--- src/rtl/cfgw_pkg.sv ---
package cfgw_pkg;
    localparam int CFG_AW = 12;

    localparam logic [11:0] ADR_STATUS  = 12'h006;
    localparam logic [11:0] ADR_HEAD    = 12'h034;
    localparam logic [11:0] LEG_FLOOR   = 12'h040;
    localparam logic [11:0] EXT_BASE    = 12'h100;
    localparam int          STAT_LISTBIT = 4;

    localparam logic [7:0]  ID_EXPRESS  = 8'h10;
    localparam logic [15:0] XID_ERRRPT  = 16'h0001;
    localparam logic [15:0] XID_RSZBAR  = 16'h0015;

    typedef enum logic [4:0] {
        S_IDLE, S_STAT_RQ, S_STAT_CK, S_HEAD_RQ, S_HEAD_CK,
        S_L_EVAL, S_L_ID_RQ, S_L_ID_CK, S_L_NX_CK, S_L_OUT,
        S_E_B0, S_E_B1, S_E_B2, S_E_B3, S_E_LAST, S_E_CHK,
        S_E_OUT, S_E_EVAL, S_DONE
    } walk_st_e;

    typedef struct packed {
        logic [15:0] id;
        logic [3:0]  ver;
        logic [11:0] nxt;
        logic        blank;
    } xhdr_t;
endpackage

--- src/rtl/cfgw_ext_hdr.sv ---
module cfgw_ext_hdr
    import cfgw_pkg::*;
(
    input  logic [31:0] hdr,
    output xhdr_t       fields
);
    always_comb begin
        fields.id    = {hdr[15:8], hdr[7:0]};
        fields.ver   = hdr[19:16];
        fields.nxt   = {hdr[31:24], hdr[23:20]};
        fields.blank = (hdr == 32'h0);
    end
endmodule

--- src/rtl/cfgw_hop_ctr.sv ---
module cfgw_hop_ctr #(
    parameter int MAX_HOPS = 48
) (
    input  logic clk,
    input  logic rst_n,
    input  logic clr,
    input  logic inc,
    output logic at_max
);
    localparam int CW = $clog2(MAX_HOPS + 1);
    localparam logic [CW-1:0] LIMIT = CW'(MAX_HOPS);

    logic [CW-1:0] cnt;

    always_ff @(posedge clk or negedge rst_n) begin
        if (!rst_n)
            cnt <= '0;
        else if (clr)
            cnt <= '0;
        else if (inc && cnt != LIMIT)
            cnt <= cnt + 1'b1;
    end

    assign at_max = (cnt == LIMIT);
endmodule

--- src/rtl/cfg_cap_walker.sv ---
module cfg_cap_walker
    import cfgw_pkg::*;
#(
    parameter int LEG_MAX_HOPS = 48,
    parameter int EXT_MAX_HOPS = 960
) (
    input  logic        clk,
    input  logic        rst_n,
    input  logic        start,
    input  logic        space_4k,
    output logic        rd_en,
    output logic [11:0] rd_addr,
    input  logic [7:0]  rd_data,
    output logic        rec_valid,
    input  logic        rec_ready,
    output logic        rec_ext,
    output logic [15:0] rec_id,
    output logic [11:0] rec_offset,
    output logic [3:0]  rec_ver,
    output logic        busy,
    output logic        done,
    output logic        is_pcie,
    output logic        has_aer,
    output logic        has_rebar,
    output logic        err
);
    walk_st_e st, st_nx;

    logic [11:0] cur;
    logic [11:0] lnxt;
    logic [7:0]  lid;
    logic [31:0] hdr;
    logic        sz4k_q;
    xhdr_t       xf;

    logic leg_full, ext_full;
    logic take_go;
    logic leg_step, ext_enter, ext_step;
    logic leg_bad, ext_bad;

    cfgw_ext_hdr u_dec (.hdr(hdr), .fields(xf));

    cfgw_hop_ctr #(.MAX_HOPS(LEG_MAX_HOPS)) u_leg_hops (
        .clk(clk), .rst_n(rst_n), .clr(take_go), .inc(leg_step), .at_max(leg_full));

    cfgw_hop_ctr #(.MAX_HOPS(EXT_MAX_HOPS)) u_ext_hops (
        .clk(clk), .rst_n(rst_n), .clr(take_go), .inc(ext_enter | ext_step), .at_max(ext_full));

    assign take_go   = start && (st == S_IDLE || st == S_DONE);
    assign leg_bad   = (lnxt < LEG_FLOOR) || leg_full;
    assign ext_bad   = (xf.nxt < EXT_BASE) || ext_full;
    assign leg_step  = (st == S_L_EVAL) && (lnxt != '0) && !leg_bad;
    assign ext_enter = (st == S_L_EVAL) && (lnxt == '0) && sz4k_q;
    assign ext_step  = (st == S_E_EVAL) && (xf.nxt != '0) && !ext_bad;

    always_comb begin
        st_nx = st;
        unique case (st)
            S_IDLE:    if (start) st_nx = S_STAT_RQ;
            S_STAT_RQ: st_nx = S_STAT_CK;
            S_STAT_CK: st_nx = rd_data[STAT_LISTBIT] ? S_HEAD_RQ : S_DONE;
            S_HEAD_RQ: st_nx = S_HEAD_CK;
            S_HEAD_CK: st_nx = S_L_EVAL;
            S_L_EVAL: begin
                if (lnxt == '0)   st_nx = sz4k_q ? S_E_B0 : S_DONE;
                else if (leg_bad) st_nx = S_DONE;
                else              st_nx = S_L_ID_RQ;
            end
            S_L_ID_RQ: st_nx = S_L_ID_CK;
            S_L_ID_CK: st_nx = S_L_NX_CK;
            S_L_NX_CK: st_nx = S_L_OUT;
            S_L_OUT:   if (rec_ready) st_nx = S_L_EVAL;
            S_E_B0:    st_nx = S_E_B1;
            S_E_B1:    st_nx = S_E_B2;
            S_E_B2:    st_nx = S_E_B3;
            S_E_B3:    st_nx = S_E_LAST;
            S_E_LAST:  st_nx = S_E_CHK;
            S_E_CHK:   st_nx = (cur == EXT_BASE && xf.blank) ? S_DONE : S_E_OUT;
            S_E_OUT:   if (rec_ready) st_nx = S_E_EVAL;
            S_E_EVAL: begin
                if (xf.nxt == '0)  st_nx = S_DONE;
                else if (ext_bad)  st_nx = S_DONE;
                else               st_nx = S_E_B0;
            end
            S_DONE:    if (start) st_nx = S_STAT_RQ;
            default:   st_nx = S_IDLE;
        endcase
    end

    always_ff @(posedge clk or negedge rst_n) begin
        if (!rst_n) st <= S_IDLE;
        else        st <= st_nx;
    end

    always_ff @(posedge clk or negedge rst_n) begin
        if (!rst_n) begin
            cur       <= '0;
            lnxt      <= '0;
            lid       <= '0;
            hdr       <= '0;
            sz4k_q    <= 1'b0;
            is_pcie   <= 1'b0;
            has_aer   <= 1'b0;
            has_rebar <= 1'b0;
            err       <= 1'b0;
        end else begin
            if (take_go) begin
                sz4k_q    <= space_4k;
                is_pcie   <= 1'b0;
                has_aer   <= 1'b0;
                has_rebar <= 1'b0;
                err       <= 1'b0;
            end
            case (st)
                S_HEAD_CK: lnxt <= {4'h0, rd_data[7:2], 2'b00};
                S_L_EVAL: begin
                    if (leg_step)  cur <= lnxt;
                    if (ext_enter) cur <= EXT_BASE;
                    if (lnxt != '0 && leg_bad) err <= 1'b1;
                end
                S_L_ID_CK: lid  <= rd_data;
                S_L_NX_CK: lnxt <= {4'h0, rd_data[7:2], 2'b00};
                S_L_OUT:   if (rec_ready && lid == ID_EXPRESS) is_pcie <= 1'b1;
                S_E_B1:    hdr[7:0]   <= rd_data;
                S_E_B2:    hdr[15:8]  <= rd_data;
                S_E_B3:    hdr[23:16] <= rd_data;
                S_E_LAST:  hdr[31:24] <= rd_data;
                S_E_OUT: begin
                    if (rec_ready && xf.id == XID_ERRRPT) has_aer   <= 1'b1;
                    if (rec_ready && xf.id == XID_RSZBAR) has_rebar <= 1'b1;
                end
                S_E_EVAL: begin
                    if (ext_step) cur <= xf.nxt;
                    if (xf.nxt != '0 && ext_bad) err <= 1'b1;
                end
                default: ;
            endcase
        end
    end

    always_comb begin
        rd_en      = 1'b0;
        rd_addr    = '0;
        rec_valid  = 1'b0;
        rec_ext    = 1'b0;
        rec_id     = {8'h00, lid};
        rec_ver    = 4'h0;
        rec_offset = cur;
        busy       = !(st == S_IDLE || st == S_DONE);
        done       = (st == S_DONE);
        unique case (st)
            S_STAT_RQ: begin rd_en = 1'b1; rd_addr = ADR_STATUS; end
            S_HEAD_RQ: begin rd_en = 1'b1; rd_addr = ADR_HEAD;   end
            S_L_ID_RQ: begin rd_en = 1'b1; rd_addr = cur;         end
            S_L_ID_CK: begin rd_en = 1'b1; rd_addr = cur + 12'd1; end
            S_E_B0:    begin rd_en = 1'b1; rd_addr = cur;         end
            S_E_B1:    begin rd_en = 1'b1; rd_addr = cur + 12'd1; end
            S_E_B2:    begin rd_en = 1'b1; rd_addr = cur + 12'd2; end
            S_E_B3:    begin rd_en = 1'b1; rd_addr = cur + 12'd3; end
            S_L_OUT:   rec_valid = 1'b1;
            S_E_OUT: begin
                rec_valid = 1'b1;
                rec_ext   = 1'b1;
                rec_id    = xf.id;
                rec_ver   = xf.ver;
            end
            default: ;
        endcase
    end
endmodule

--- config.mk ---
export PLATFORM = sky130hd
export DESIGN_NAME = cfg_cap_walker
export DESIGN_NICKNAME = d
export VERILOG_FILES = /design/src/rtl/cfgw_pkg.sv /design/src/rtl/cfgw_ext_hdr.sv /design/src/rtl/cfgw_hop_ctr.sv /design/src/rtl/cfg_cap_walker.sv
export SDC_FILE = /design/constraint.sdc
export NUM_CORES = 1
export LEC_CHECK = 0
export CELL_PAD_IN_SITES_DETAIL_PLACEMENT = 1
export CELL_PAD_IN_SITES_GLOBAL_PLACEMENT = 2
export CORE_ASPECT_RATIO = 0.6
export CORE_MARGIN = 8
export CORE_UTILIZATION = 38
export DETAILED_ROUTE_END_ITERATION = 10
export GPL_TIMING_DRIVEN = 0
export PLACE_DENSITY_LB_ADDON = 0.1
export SLEW_MARGIN = 20
export SYNTH_ARGS = -nofsm -noshare
export SYNTH_HDL_FRONTEND = slang
export SYNTH_HIERARCHICAL = 1
export SYNTH_SLANG_ARGS = --single-unit
--- constraint.sdc ---
create_clock -name clk -period 7 [get_ports clk]
set_input_delay 1.05 -clock clk [delete_from_list [all_inputs] [get_ports clk]]
set_output_delay 1.05 -clock clk [all_outputs]
set_load 0.1 [all_outputs]
=== After elaboration in Yosys (flattened, before gate mapping) ===
Cells that the tools add are included.

* Register bits: 84
* Input port bits: 13
* Output and inout port bits: 53
* Word-level logic and storage cells: 130

* Add/sub/neg operators: 5
* $lt $le $gt $ge: 2
* Eq/ne operators: 31
* Mux-type cells: 38
* Bitwise gates (word level): 1
* Reductions and logical operators: 38

{| class="wikitable"
|+ Operators by type and width
! kind !! number
|-
| $pmux 5 s18 || 1
|-
| $pmux 12 s6 || 1
|-
| $mux 5 || 9
|-
| $eq 5x4->1 const B || 8
|-
| $mux 12 || 3
|-
| $logic_not 32->1 || 1
|-
| $add 12x2->12 const B || 2
|-
| $logic_not 12->1 || 2
|-
| $pmux 12 s2 || 1
|-
| $reduce_bool 12->1 || 2
|-
| $eq 5x3->1 const B || 4
|-
| $mux 10 || 2
|-
| $eq 16x1->1 const B || 1
|-
| $eq 16x5->1 const B || 1
|-
| $mux 16 || 1
|-
| $eq 5x5->1 const B || 3
|-
| $logic_and 1x1->1 || 15
|-
| $mux 1 || 15
|-
| $add 12x1->12 const B || 1
|-
| $eq 12x9->1 const B || 1
|-
| $lt 12x9->1 const B || 1
|-
| $mux 6 || 2
|-
| $add 10x1->10 const B || 1
|-
| $eq 10x10->1 const B || 1
|-
| 22 further kinds || 36
|}

=== Logic depth before layout (Yosys ltp) ===
* Depth in word-level cells: 8
* Mapped depth: 10
* Depth with buffers taken out: 9

=== Cells and area by module ===
Netlist, hierarchy kept.

{| class="wikitable"
|+ By module, submodules not included
! module !! instances !! cells an instance !! area an instance (um2) !! sequential area each (um2)
|-
| cfg_cap_walker || 1 || 400 || 4052.6 || 1701.6
|-
| cfgw_hop_ctr at u_ext_hops || 1 || 66 || 600.6 || 250.2
|-
| cfgw_hop_ctr at u_leg_hops || 1 || 41 || 390.4 || 150.1
|-
| cfgw_ext_hdr || 1 || 43 || 312.8 || 0.0
|}

=== Least setup slack after synthesis ===
OpenSTA, ideal clock, no wires.

* Kind: reg-to-output
* Start: reg cur[1], in the netlist rec_offset[1]
* End: out rd_addr[10]
* Arrival time: 4.356 ns
* Required time: 5.950 ns
* Slack: 1.594 ns
* Cell stages (with the launch flop): 7
* Path buffers: 0
* Cell sequence: dfrtp_1 > inv_1 > fa_1 > nand3b_1 > nor3b_1 > a221oi_1 > nor3_1

* Word-level cells in the longest chain between the ends: 2
* Elaborated cells on any way between the ends: 4
* Classes of those cells: 3 x add/sub; 1 x mux

{| class="wikitable"
|+ RTL lines
! element !! line !! source
|-
| from (decl) || cfg_cap_walker.sv:29 || <nowiki>logic [11:0] cur;</nowiki>
|-
| from (signal assigned) || cfg_cap_walker.sv:117 || <nowiki>if (leg_step) cur <= lnxt;</nowiki>
|-
| from (signal assigned) || cfg_cap_walker.sv:133 || <nowiki>if (ext_step) cur <= xf.nxt;</nowiki>
|-
| $add 12x2->12 (tied with other cells) || cfg_cap_walker.sv:159 || <nowiki>S_E_B3: begin rd_en = 1'b1; rd_addr = cur + 12'd3; end</nowiki>
|-
| $pmux 12 s6 (*) || cfg_cap_walker.sv:151 || <nowiki>unique case (st)</nowiki>
|-
| to (decl) || cfg_cap_walker.sv:12 || <nowiki>output logic [11:0] rd_addr,</nowiki>
|}

Every way passes the cells marked *; elsewhere a longest branch is shown, timed or not.

=== Final worst setup path ===
* Start: reg st[4]
* End: out rd_addr[8]

* Word-level cells in the longest chain between the ends: 3
* Elaborated cells on any way between the ends: 11
* Classes of those cells: 8 x eq/ne; 1 x mux; 2 x reduce/logical

{| class="wikitable"
|+ RTL lines
! element !! line !! source
|-
| from (decl) || cfg_cap_walker.sv:27 || <nowiki>walk_st_e st, st_nx;</nowiki>
|-
| from (signal assigned) || cfg_cap_walker.sv:92 || <nowiki>else st <= st_nx;</nowiki>
|-
| $eq 5x4->1 or $eq 5x3->1 (tied branches) || cfg_cap_walker.sv:151 ||
|-
| $reduce_or 2->1 (no line) || -- ||
|-
| $pmux 12 s6 (*) || cfg_cap_walker.sv:151 ||
|}

Marks and branches as above.

==> summary.txt <==
Outcome
  • Outcome: finished clean

Synthesis
  • Commonest cells post-synth: dfrtp_1, mux2_2, nand2_1, buf_4, nor4_1
  • Post-synth ARST share: 100%
  • Avg Cell Area, Syn: 9.74 um^2
  • Syn Nets: 570
  • Main synth FF type: dfrtp_1
  • Top post-synthesis cells by area: dfrtp_1, mux2_2, buf_4
  • Mapped cell area: 5360 um^2
  • Synth area leader: dfrtp_1
  • Register bit total from synthesis: 84
  • Synth cell types: 76
  • Share of the synthesized area in the top cell type: 39.2%
  • Ys Warns: 6
  • Syn Inst Count: 550
  • Top-count cell post-synth: dfrtp_1
  • EDFF count, synth: 0
  • Seq/Total Area, Yosys: 39.2%

Layout
  • FILL cells: 1544
  • Final instance area: 6600 um^2
  • Area growth, synth to finish: 23.2%
  • Finished Layout Cells: 824
  • Ant. Diodes: 0
  • Layout cells sized above 1: 22.3%
  • Nets: 647

Critical path
  • Setup CP Type: register to primary output
  • Critical Path RT: 5.95 ns
  • Arr. time, crit path: 4.69 ns
  • Crit. End Element: primary output
  • Worst-path maximum fanout: 10
  • CP startpoint kind: register

Power and ir drop
  • Total power: 3190 uW
  • Worst VDD drop: 347 uV
  • PwrDens: 483 nW/um^2
  • Leak Pwr: 0.00275 uW

STA
  • Endpoints failing setup: 0
  • Final hold viol count: 0
  • Minimum clock period: 5.74 ns
  • Max-slew violation count: 0
  • Setup_tns: 0 ns
  • RSZ-0062 raised after global routing: no
  • FMAX: 174 MHz
  • Hold_ws: 0.509 ns
  • Period utilisation layout: 82.0%
  • Worst-Margin Slew: 0.998 ns
  • Skew final: 0.00579 ns
  • Worst slew margin: 33.2%

Floorplanning
  • Die X: 169 um
  • Die height: 108 um
  • Row cnt: 33
  • Core area: 13700 um^2
  • Num ports: 66
  • Initial Util: 39.1%
  • Die area: 18300 um^2

Clocking
  • Clock latency on the worst-skew pair: 0.34 ns
  • Root buffer cell: clkbuf_16
  • CTS buffer count: 9
  • Post CTS Setup Buffer Count: 0
  • TritonCTS clock tree: yes
  • Clock Path Buffers: 2
  • Post-CTS sizing: 0
  • # H-tree levels: 3
  • Clk sink count: 84
  • Clock transition at the registers of the reported paths: 0.06 ns
  • Number of hold buffers added after CTS: 0

Route
  • ANT nets after route: 0
  • Routed wire length: 17500 um
  • First DRT Iteration DRCs: 206
  • Vias per cell: 5.57
  • Number of remaining DRC errors: 0
  • WL/cell: 21.3 um
  • Via Count: 4589
  • Pre-antenna DRT Iters: 6

Hold path
  • Hold Crit Class: register to register

GRT
  • Total track usage: 19.7%
  • Gr ovfl total: 0
  • Initial antenna violation count: 0
  • Largest net degree at the start of global routing: 56
  • First-pass GRT wire length: 28300 um
  • Vias in the first global route: 4879

Place
  • Dpl cells: 808
  • HPWL Detailed: 13400 um
  • Gpl congestion: 0.873
  • Placed Area: 6270 um^2
  • PortBufs: 65

Job
  • Max-cap violations: 0
==> metrics by stage <==
stage	utilization (%)	setup WS, ns
finish	48.1	1.26
global route	48.1	1.03
CTS	48.1	1.28
detailed placement	45.8	1.68
global placement	45.6	1.69
floorplan	-	1.59
==> layout by cell type (no fill, tap or decap), types with 4 or more instances in the layout <==
cell type / count
dfrtp_1: 84
clkdlybuf4s50_1: 64
nand2_1: 55
mux2_2: 55
buf_4: 36
nor4_1: 25
inv_1: 20
nor2_1: 20
a21oi_1: 16
nand3_1: 16
o21ai_0: 14
nor3_1: 13
mux2i_1: 13
and2_1: 13
nand4_1: 11
buf_2: 9
clkbuf_1: 9
clkbuf_16: 9
nand2b_1: 7
or3_1: 7
or4_1: 7
xor2_1: 6
and3_1: 6
ha_1: 6
o31ai_1: 5
nor3b_1: 5
nor2_2: 4
buf_1: 4
o2111ai_1: 4
a221oi_1: 4
==> cell type report <==
type	count	area (um^2)	share of cell area, %
repair buffers	66	676	10.2
plain buffers	59	379	5.75
well taps	192	240	3.64
inverters	20	75.1	1.14
flip-flops and latches	84	2100	31.9
clock inverters	6	86.3	1.31
clock buffers	10	239	3.62
multi-input cells	387	2800	42.4
==> logic make-up (layout without fill, tap and decap cells) <==
logic type	after synthesis	in the layout	share of synthesized area, %
compound gates	84	84	11.6
xor+xnor	9	9	1.47
fa+ha+maj	7	7	1.78
buf+inv	79	161	8.48
flops	84	84	39.2
mux	70	70	14.6
simple gates	217	217	22.8
==> worst max-delay path, stage by stage, from the launching register on <==
cell	delay (ns)
dfrtp_1	0.43
buf_2	0.22
nand3b_1	0.38
nor2_2	0.64
inv_1	0.13
fa_1	0.43
nand3b_1	0.32
or2_2	0.37
a221oi_1	0.31
a21oi_1	0.11
clkdlybuf4s50_1	1.00
==> sequential cells by signal, summed over array words and instances, names as in the netlist <==
name / flops
u_leg_hops/cnt: 6
lnxt: 6
lid: 8
sz4k_q: 1
has_rebar: 1
u_ext_hops/cnt: 10
rec_offset: 12
hdr: 32
is_pcie: 1
st: 5
has_aer: 1
err: 1
==> layer usage <==
layer	routed length, um	up-vias	global-route usage [%]
met5	0	-	0
met1	9090	2323	29.3
met4	94	0	3.02
li1	-	2163	-
met3	816	9	3.82
met2	7530	94	29.6
==> where the power goes <==
| part | switching (uW) | leakage, uW | internal [uW] |
|---|---|---|---|
| Clock | 197 | 0.000159 | 322 |
| Combinational | 1330 | 0.00149 | 585 |
| Sequential | 141 | 0.00110 | 614 |
| Total | 1670 | 0.00275 | 1520 |
==> path summary, 6_finish.rpt <==
| kind | slack, ns | cells past startpoint | start | end |
|---|---|---|---|---|
| min in group asynchronous | 0.66 | 1 | rst_n | hdr[31] |
| max in group asynchronous | 5.73 | 2 | rst_n | lnxt[6] |
| worst max-delay path | 1.26 | 10 | st[4] | rd_addr[8] |
| worst min-delay path | 0.51 | 1 | has_aer | has_aer |
| worst max register to register | 3.91 | 8 | st[1] | u_ext_hops/cnt[7] |
| worst min register to register | 0.51 | 1 | has_aer | has_aer |
(Power assumes the default switching activity.)
